## src/rtl/irq_prio_pkg.sv

```systemverilog
package irq_prio_pkg;

  localparam int unsigned IRQ_LEVELS = 15;
  localparam int unsigned REG_DW     = 32;

  typedef enum logic [1:0] {
    ADDR_PEND  = 2'd0,
    ADDR_MASK  = 2'd1,
    ADDR_CLR   = 2'd2,
    ADDR_FORCE = 2'd3
  } irq_addr_e;

endpackage

```

## src/rtl/irq_prio_enc.sv

```systemverilog
module irq_prio_enc #(
  parameter int unsigned NUM_LVL = 15,
  localparam int unsigned LW     = $clog2(NUM_LVL + 1)
) (
  input  logic [NUM_LVL:1] act_i,
  output logic [LW-1:0]    lvl_o
);

  // ascending scan: the last hit is the highest level
  always_comb begin
    lvl_o = '0;
    for (int i = 1; i <= int'(NUM_LVL); i++) begin
      if (act_i[i]) lvl_o = LW'(i);
    end
  end

endmodule

```

## src/rtl/irq_ack_route.sv

```systemverilog
module irq_ack_route #(
  parameter int unsigned NUM_LVL = 15,
  localparam int unsigned LW     = $clog2(NUM_LVL + 1),
  localparam int unsigned VW     = NUM_LVL + 1
) (
  input  logic              ack_valid_i,
  input  logic [LW-1:0]     ack_level_i,
  input  logic              test_mode_i,
  input  logic [NUM_LVL:1]  force_i,
  output logic [VW-1:0]     pend_clr_o,
  output logic [VW-1:0]     force_clr_o
);

  assign pend_clr_o[0]  = 1'b0;
  assign force_clr_o[0] = 1'b0;

  for (genvar g = 1; g <= NUM_LVL; g++) begin : g_lvl
    logic hit;
    logic take_force;
    assign hit            = ack_valid_i && (ack_level_i == LW'(g));
    assign take_force     = test_mode_i && force_i[g];
    assign force_clr_o[g] = hit && take_force;
    assign pend_clr_o[g]  = hit && !take_force;
  end

endmodule

```

## src/rtl/irq_regfile.sv

```systemverilog
module irq_regfile
  import irq_prio_pkg::*;
#(
  parameter int unsigned NUM_LVL = IRQ_LEVELS,
  parameter int unsigned DW      = REG_DW,
  localparam int unsigned VW     = NUM_LVL + 1
) (
  input  logic          clk,
  input  logic          rst_n,
  input  logic          test_mode_i,
  input  logic          wr_en_i,
  input  logic [1:0]    wr_addr_i,
  input  logic [DW-1:0] wr_data_i,
  input  logic [VW-1:0] src_set_i,
  input  logic [VW-1:0] ack_pend_clr_i,
  input  logic [VW-1:0] ack_force_clr_i,
  output logic [VW-1:0] pend_q,
  output logic [VW-1:0] mask_q,
  output logic [VW-1:0] force_q,
  output logic [DW-1:0] rdata_o,
  output logic          err_q
);

  localparam logic [VW-1:0] LVL_BITS  = {{NUM_LVL{1'b1}}, 1'b0};
  localparam logic [VW-1:0] MASK_BITS = LVL_BITS & ~(VW'(1) << NUM_LVL);
  localparam logic [DW-1:0] LVL_W     = DW'(LVL_BITS);
  localparam logic [DW-1:0] MASK_W    = DW'(MASK_BITS);

  logic          wr_mask, wr_clr, wr_force_any, wr_force;
  logic [VW-1:0] w1c_vec;
  logic [VW-1:0] pend_d, mask_d, force_d;
  logic          pend_en, mask_en, force_en;
  logic          err_d;

  // write decode
  always_comb begin
    wr_mask      = wr_en_i && (wr_addr_i == ADDR_MASK);
    wr_clr       = wr_en_i && (wr_addr_i == ADDR_CLR);
    wr_force_any = wr_en_i && (wr_addr_i == ADDR_FORCE);
    wr_force     = wr_force_any && test_mode_i;
    w1c_vec      = wr_clr ? wr_data_i[VW-1:0] : '0;
  end

  // next state; a set in the same cycle overrides any clear
  always_comb begin
    pend_d   = ((pend_q & ~w1c_vec & ~ack_pend_clr_i) | src_set_i) & LVL_BITS;
    pend_en  = (|src_set_i) || wr_clr || (|ack_pend_clr_i);

    mask_d   = wr_data_i[VW-1:0] & MASK_BITS;
    mask_en  = wr_mask;

    force_d  = wr_force ? (wr_data_i[VW-1:0] & LVL_BITS)
                        : (force_q & ~ack_force_clr_i);
    force_en = wr_force || (|ack_force_clr_i);

    err_d    = (wr_mask && (|(wr_data_i & ~MASK_W))) ||
               ((wr_clr || wr_force_any) && (|(wr_data_i & ~LVL_W)));
  end

  // state registers
  always_ff @(posedge clk or negedge rst_n) begin
    if (!rst_n) begin
      pend_q  <= '0;
      mask_q  <= MASK_BITS;
      force_q <= '0;
      err_q   <= 1'b0;
    end else begin
      if (pend_en)  pend_q  <= pend_d;
      if (mask_en)  mask_q  <= mask_d;
      if (force_en) force_q <= force_d;
      err_q <= err_d;
    end
  end

  // read mux
  always_comb begin
    unique case (wr_addr_i)
      ADDR_PEND:  rdata_o = DW'(pend_q);
      ADDR_MASK:  rdata_o = DW'(mask_q);
      ADDR_FORCE: rdata_o = DW'(force_q);
      default:    rdata_o = '0;
    endcase
  end

endmodule

```

## src/rtl/irq_prio_ctrl.sv

```systemverilog
module irq_prio_ctrl
  import irq_prio_pkg::*;
#(
  parameter int unsigned NUM_LVL = IRQ_LEVELS,
  parameter int unsigned DW      = REG_DW,
  localparam int unsigned LW     = $clog2(NUM_LVL + 1),
  localparam int unsigned VW     = NUM_LVL + 1
) (
  input  logic          clk,
  input  logic          rst_n,
  input  logic          test_mode_i,
  input  logic [VW-1:0] src_i,
  input  logic          reg_wr_i,
  input  logic [1:0]    reg_addr_i,
  input  logic [DW-1:0] reg_wdata_i,
  output logic [DW-1:0] reg_rdata_o,
  output logic          reg_err_o,
  input  logic          ack_valid_i,
  input  logic [LW-1:0] ack_level_i,
  output logic [LW-1:0] irq_level_o
);

  localparam logic [VW-1:0] LVL_BITS = {{NUM_LVL{1'b1}}, 1'b0};

  logic [VW-1:0] src_set;
  logic [VW-1:0] pend_vec, mask_vec, force_vec;
  logic [VW-1:0] ack_pend_clr, ack_force_clr;
  logic [VW-1:0] force_eff, act_vec;

  assign src_set = src_i & LVL_BITS;

  irq_ack_route #(.NUM_LVL(NUM_LVL)) u_ack (
    .ack_valid_i (ack_valid_i),
    .ack_level_i (ack_level_i),
    .test_mode_i (test_mode_i),
    .force_i     (force_vec[VW-1:1]),
    .pend_clr_o  (ack_pend_clr),
    .force_clr_o (ack_force_clr)
  );

  irq_regfile #(.NUM_LVL(NUM_LVL), .DW(DW)) u_regs (
    .clk             (clk),
    .rst_n           (rst_n),
    .test_mode_i     (test_mode_i),
    .wr_en_i         (reg_wr_i),
    .wr_addr_i       (reg_addr_i),
    .wr_data_i       (reg_wdata_i),
    .src_set_i       (src_set),
    .ack_pend_clr_i  (ack_pend_clr),
    .ack_force_clr_i (ack_force_clr),
    .pend_q          (pend_vec),
    .mask_q          (mask_vec),
    .force_q         (force_vec),
    .rdata_o         (reg_rdata_o),
    .err_q           (reg_err_o)
  );

  always_comb begin
    force_eff = test_mode_i ? force_vec : '0;
    act_vec   = (pend_vec | force_eff) & ~mask_vec & LVL_BITS;
  end

  irq_prio_enc #(.NUM_LVL(NUM_LVL)) u_enc (
    .act_i (act_vec[VW-1:1]),
    .lvl_o (irq_level_o)
  );

endmodule

```

## config.mk

```make
export PLATFORM = sky130hd
export DESIGN_NAME = irq_prio_ctrl
export DESIGN_NICKNAME = d
export VERILOG_FILES = /design/src/rtl/irq_prio_pkg.sv /design/src/rtl/irq_prio_enc.sv /design/src/rtl/irq_ack_route.sv /design/src/rtl/irq_regfile.sv /design/src/rtl/irq_prio_ctrl.sv
export SDC_FILE = /design/constraint.sdc
export NUM_CORES = 1
export LEC_CHECK = 0
export BUFFER_PORTS_ARGS = -buffer_cell sky130_fd_sc_hd__buf_2
export CORE_UTILIZATION = 51
export DETAILED_ROUTE_END_ITERATION = 10
export GPL_TIMING_DRIVEN = 0
export PLACE_DENSITY_LB_ADDON = 0.3
export SETUP_SLACK_MARGIN = 0.2
export SYNTH_ARGS = -nofsm -noshare
export SYNTH_HDL_FRONTEND = slang
export SYNTH_SLANG_ARGS = --single-unit
```

## constraint.sdc

```tcl
create_clock -name clk -period 1.9 [get_ports clk]
set_clock_uncertainty 0.2 [all_clocks]
set_input_delay 0.19 -clock clk [delete_from_list [all_inputs] [get_ports clk]]
set_output_delay 0.19 -clock clk [all_outputs]
set_load 0.01 [all_outputs]
```

==> results of run 1 <==
## final timing paths
check                             startpoint                 to  slack [ns]  cells after the start
setup / recovery           u_regs.force_q[5]     irq_level_o[0]       -0.15                      6
hold / removal               reg_wdata_i[31]       u_regs.err_q        0.01                      3
setup reg to reg           u_regs.force_q[2]   u_regs.pend_q[2]        0.63                      4
hold reg to reg             u_regs.pend_q[8]   u_regs.pend_q[8]        0.32                      1
max in group asynchronous              rst_n  u_regs.pend_q[15]        0.48                      2
min in group asynchronous              rst_n   u_regs.pend_q[6]        0.39                      2
## worst reg2reg max path, stage by stage (launching register included)
cell     delay, ns
dfrtp_1       0.40
buf_4         0.15
nand2_1       0.07
a32oi_1       0.12
a21o_1        0.23
## stage by stage
| step | setup TNS [ns] | setup slack, ns | power (W) | utilization (%) | area (µm²) |
|---|---|---|---|---|---|
| 3_5_place_dp | 0 | 0.06165 | 0.001927 | 64.09 | 3336 |
| 2_1_floorplan | 0 | 0.3942 | 0.001663 | - | 2873 |
| 4_1_cts | -0.2081 | -0.1021 | 0.002812 | 75.67 | 3939 |
| 6_report | -0.3561 | -0.1480 | 0.002882 | 76.73 | 3994 |
| 3_3_place_gp | 0 | 0.05705 | 0.001901 | 64.09 | 3336 |
| 5_1_grt | -0.5945 | -0.1918 | 0.003007 | 76.73 | 3994 |
## flip-flops by register name (all words and copies together) (netlist names)
signal / cells
u_regs.pend_q: 15
u_regs.force_q: 15
u_regs.mask_q: 14
u_regs.err_q: 1
## metal layers
layer / up-vias / routed length [µm] / part of all wire (%)
met1: 1439 / 3487 / 39
met4: 0 / 227 / 2.5
met5: - / 0 / 0
met2: 209 / 4376 / 49
met3: 29 / 875 / 9.8
li1: 1403 / - / -
## power groups by stage
stage               registers (W)  clock network, W  logic (W)
global placement          0.00127                 0   0.000632
floorplan                 0.00124                 0   0.000423
detailed placement        0.00128                 0   0.000651
global route              0.00127          0.000776   0.000958
CTS                       0.00124          0.000732   0.000837
finish                    0.00126          0.000731   0.000892
## final cells by class
cell class	count	area, µm²
well taps	70	87.58
multi-input cells	250	1558
clock buffers	6	72.57
repair buffers	126	845.8
inverters	3	11.26
fillers	396	1211
plain buffers	33	240.2
flip-flops and latches	45	1144
clock inverters	2	35.03
## timing repair
action / in CTS / in global routing
resized for setup: 16 / 18
pin swaps: 14 / 2
setup buffers: 17 / 2
endpoints found under the hold margin: 76 / 0
hold buffers: 32 / 0
endpoints found under the setup margin: 4 / 12
## cell families (layout without fill, tap and decap cells)
kind of cell	Yosys count	count (layout)	synth area share [%]
buf+inv	36	170	8.852
mux	28	28	10.59
other cells	1	17	0.1333
simple gates	103	103	16.86
flops	45	45	40.66
compound gates	102	102	22.91
## placed cells by master (no fill, tap or decap), types with 15 or more instances in the layout
master,instances
o21ai_0,29
conb_1,17
a32oi_1,15
a21o_1,16
nand2_1,54
dlygate4sd3_1,32
dfrtp_1,31
buf_4,37
buf_2,80
==> flow_summary.toml, run 1 <==
[status]
status = "complete, but fails checks"
violations = "negative setup slack"

[cells_and_area]
final_cell_count_no_fill = 535
final_layout_size_suffix_gt1_share_pct = 40.00
diodes = 0
area_delta_synth_final_pct = 41.99
final_net_count = 523

[grt]
antenna_found_initial = 0
grt_start_max_net_pins = 46
overflow = 0
grt_util_all_layers_pct = 31.38
grt_pass1_vias = 2952
grt_pass1_wl_um = 14390
met1_usage_pct = 39.17
gr-usage-met2_pct = 53.06
busiest_layer = "met2"
grt.met3_usage_pct = 6.707

[pwr]
p_switching_w = 0.0009118
power_density_nw_per_um2 = 721.5
p_leak_nw = 1.773
p_int_w = 0.001970
power.share.clock_pct = 25.4
power_frac_comb_pct = 31.0
ir_worst_vdd_mv = 0.5324
sequentialPowerShare_pct = 43.7
netSwitchingFraction_pct = 31.64

[route]
wirelength_um = 8966
drc = 0
vias = 3080
drtPass1Iterations = 5
wire_per_inst_um = 16.76
drtIter0Drc = 277
ant_nets = 0
drt-vias-per-instance = 5.757

[clocking]
clk_latency_ns = 0.31
cts_tree = "yes"
clockBufferDepth = 2
numCtsBuffers = 5
clk_pin_slew_worst_paths_ns = 0.10
cts.sinks = 45
htreeDepth = 2
cts-root-buf = "clkbuf_8"

[yosys]
yosys-top-cells-area = "dfrtp_1 (28%), dfstp_2 (13%), nand2_1 (7.3%)"
synth-edff-count = 0
yosys_warnings = 0
synth_commonest_cells = "nand2_1 (55), o21ai_0 (38), dfrtp_1 (31)"
syn_area_per_cell_um2 = 8.929
synth_most_common_cell = "nand2_1"
synthFlopType = "dfrtp_1"
syn_area_um2 = 2813
synth_area_leader_cell = "dfrtp_1"
synth_async_sr_flop_share_pct = 100.0
ys_seq_elements = 45
yosysUniqueCellTypes = 45
syn_inst = 315
synth_top_area_share_pct = 27.58
ys_seq_area_share_pct = 40.66

[floorplanning]
initial_utilization_pct = 54.04
core_area_um2 = 5205
io_pins = 96
fp.dieH_um = 76.27
die_w_um = 76.27
die-area_um2 = 5816
rows = 26

[critical_path]
critPathLaunchType = "register"
cpPeakStageDelay_ns = 0.41
cpMostUsedCell = "a21oi_2"
endpoint_kind = "output pin"
crit_fanout = 3
slowest_stage = "dfrtp_1"
worstPathArrival_ns = 1.66
cp_cell_sequence = "a21oi_2, o22ai_1, o221ai_2, a21oi_2, o21a_1, buf_2"
critPathKind = "register to output pin"
cp_top_family = "compound AO/OA/AOI/OAI gates"
worstPathRequired_ns = 1.51
cp_num_buf_inv = 1

[timing]
slew_viol_final = 0
worst_pin_slew_ns = 1.013
hold_viol = 0
fin_ws_ns = -0.1480
slew_headroom_pct = 32.46
fmax_mhz = 488.3
min_period_ns = 2.048
rsz0062_at_grt = "true"
period_share_pct = 107.8
setup_viol = 4
whs_ns = 0.01214

[placement]
hpwl_um = 5936
place.gp.congestion = 0.9309
dp.cells = 476
io_buffer_count = 75

[worst_hold_path]
min_path_type = "primary input to register"

[run]
cap_violations = 0
No activity file was read; power rests on OpenSTA's default activity.
==> run 2, diff against run 1 <==
Settings changed: RECOVER_POWER set to 100.
Clock period 1.9 ns to 2.2 ns, I/O delays scaled along.
==> flow_summary.toml, run 2 (synthesized netlist as in run 1, its figures left out) <==
[status]
status = "finished clean"

[grt]
overflow = 0
grt_pass1_wl_um = 14230
grt_util_all_layers_pct = 31.03
grt_pass1_vias = 2926
antenna_found_initial = 0
grt_start_max_net_pins = 46

[clocking]
clk_pin_slew_worst_paths_ns = 0.10
clk_latency_ns = 0.31
cts-root-buf = "clkbuf_8"
clockBufferDepth = 2
cts_tree = "yes"
cts.sinks = 45
numCtsBuffers = 5
htreeDepth = 2

[critical_path]
r2r_end = "u_regs.pend_q[2]"
critPathLaunchType = "primary input"
cpPeakStageDelay_ns = 0.53
rr_worst_depth = 4
endpoint_kind = "register"
crit_fanout = 10
worstPathArrival_ns = 2.10
cp_num_buf_inv = 3
critPathKind = "primary input to register"
worstReg2RegStart = "u_regs.force_q[2]"
r2r_slack_ns = 0.94
crit_start = "reg_wr_i"
cp_cell_sequence = "dlygate4sd3_1, clkbuf_1, nand2_1, nor2_1, clkbuf_2, a32oi_1, a21o_1"
slowest_stage = "dlygate4sd3_1"
critPathCapture = "u_regs.pend_q[8]"
worstPathRequired_ns = 2.20
cp_top_family = "buffers and inverters"
worst-path-stages = 7

[cells_and_area]
top_regs = "u_regs.force_q x15, u_regs.pend_q x15, u_regs.mask_q x14"
area_delta_synth_final_pct = 38.70
final_common_cell = "buf_2"
final_cell_count_no_fill = 531
diodes = 0
mostFrequentLayoutCells = "buf_2 (61), nand2_1 (55), o21ai_0 (42)"
final_net_count = 519
final_layout_size_suffix_gt1_share_pct = 33.84
finalInstanceArea_um2 = 3901

[worst_hold_path]
whs_path_depth = 3
min_path_type = "primary input to register"

[run]
cap_violations = 0

[floorplanning]
initial_utilization_pct = 54.04
core_area_um2 = 5205
fp.dieH_um = 76.27
die_w_um = 76.27
rows = 26
io_pins = 96
die-area_um2 = 5816

[timing]
slew_viol_final = 0
worst_pin_slew_ns = 1.115
setup_tns_ns = 0
period_share_pct = 95.69
min_period_ns = 2.105
hold_viol = 0
setup_viol = 0
whs_ns = 0.03250
fmax_mhz = 475.0
slew_headroom_pct = 25.64
rsz0062_at_grt = "true"

[pwr]
netSwitchingFraction_pct = 31.56
sequentialPowerShare_pct = 44.5
power.share.clock_pct = 25.8
p_total_w = 0.002440
p_int_w = 0.001670
power_frac_comb_pct = 29.7
p_switching_w = 0.0007701
power_density_nw_per_um2 = 625.5
p_leak_nw = 1.689
ir_worst_vdd_mv = 0.4422

[route]
drt-vias-per-instance = 5.655
drtPass1Iterations = 5
drtIter0Drc = 304
drc = 0
ant_nets = 0
vias = 3003
wirelength_um = 8783
wire_per_inst_um = 16.54

[placement]
hpwl_um = 5936
place.gp.congestion = 0.9309
dpl-instance-area_um2 = 3336
dp.cells = 476
io_buffer_count = 75
## run 2: changes by cell type in the layout (fill, tap and decap cells not counted), moves of 2 or more
cell / delta
buf_2: -19
clkbuf_1: +19
o21ai_0: +13
o21ai_1: -13
buf_4: -4
clkbuf_2: +3
a21oi_1: +2
a21oi_2: -2
buf_6: -2
## run 2: how the worst min path moves through the flow
stage | slack (ns) | to | from
6_report | 0.03 | u_regs.err_q | reg_wdata_i[28]
5_1_grt | 0.12 | u_regs.err_q | reg_wdata_i[28]
4_1_cts | 0.04 | u_regs.err_q | reg_wdata_i[28]
3_5_place_dp | 0.20 | u_regs.pend_q[13] | src_i[13]
3_3_place_gp | 0.20 | u_regs.pend_q[3] | src_i[3]
2_1_floorplan | -0.28 | u_regs.err_q | rst_n
## run 2: area by class of cell
cell class,instances,area (µm²)
Multi-Input combinational cell,250,1534
Buffer,33,229.0
Sequential cell,45,1144
Clock inverter,2,35.03
Inverter,3,11.26
Tap cell,70,87.58
Timing Repair Buffer,122,788.3
Fill cell,419,1304
Clock buffer,6,72.57
## run 2: through the flow
step,util (%),setup WS [ns]
CTS,74.93,0.1679
floorplan,-,0.6642
global placement,64.09,0.2971
finish,74.95,0.09489
detailed placement,64.09,0.3016
global route,74.95,0.07610
## run 2: routing by layer
metal	GRT usage (%)	wire length (µm)	share of wire [%]	vias up
met1	39.27	3540	40	1420
met3	6.467	765	8.7	25
met5	0	0	0	-
met4	11.92	203	2.3	0
li1	-	-	-	1393
met2	51.89	4273	49	165
## run 2: worst register-to-register path: cells and delay by family (launching register included)
kind | cells | cell delay, ns
buf+inv | 1 | 0.15
simple gates | 1 | 0.06
compound gates | 2 | 0.34
flops | 1 | 0.40
## run 2: power groups by stage
stage               Clock [W]  Sequential [W]  Combinational [W]
floorplan                   0         0.00107           0.000366
global placement            0         0.00110           0.000546
detailed placement          0         0.00110           0.000562
CTS                  0.000632         0.00108           0.000701
global route         0.000671         0.00110           0.000783
finish               0.000629         0.00109           0.000725
## run 2: timing repair
item | in CTS | in global routing
buffers inserted | 13 | 2
hold buffers | 32 | 0
endpoints found under the hold margin | 76 | 0
endpoints found under the setup margin | 3 | 4
gates resized for setup | 11 | 9
pin swaps | 8 | 4
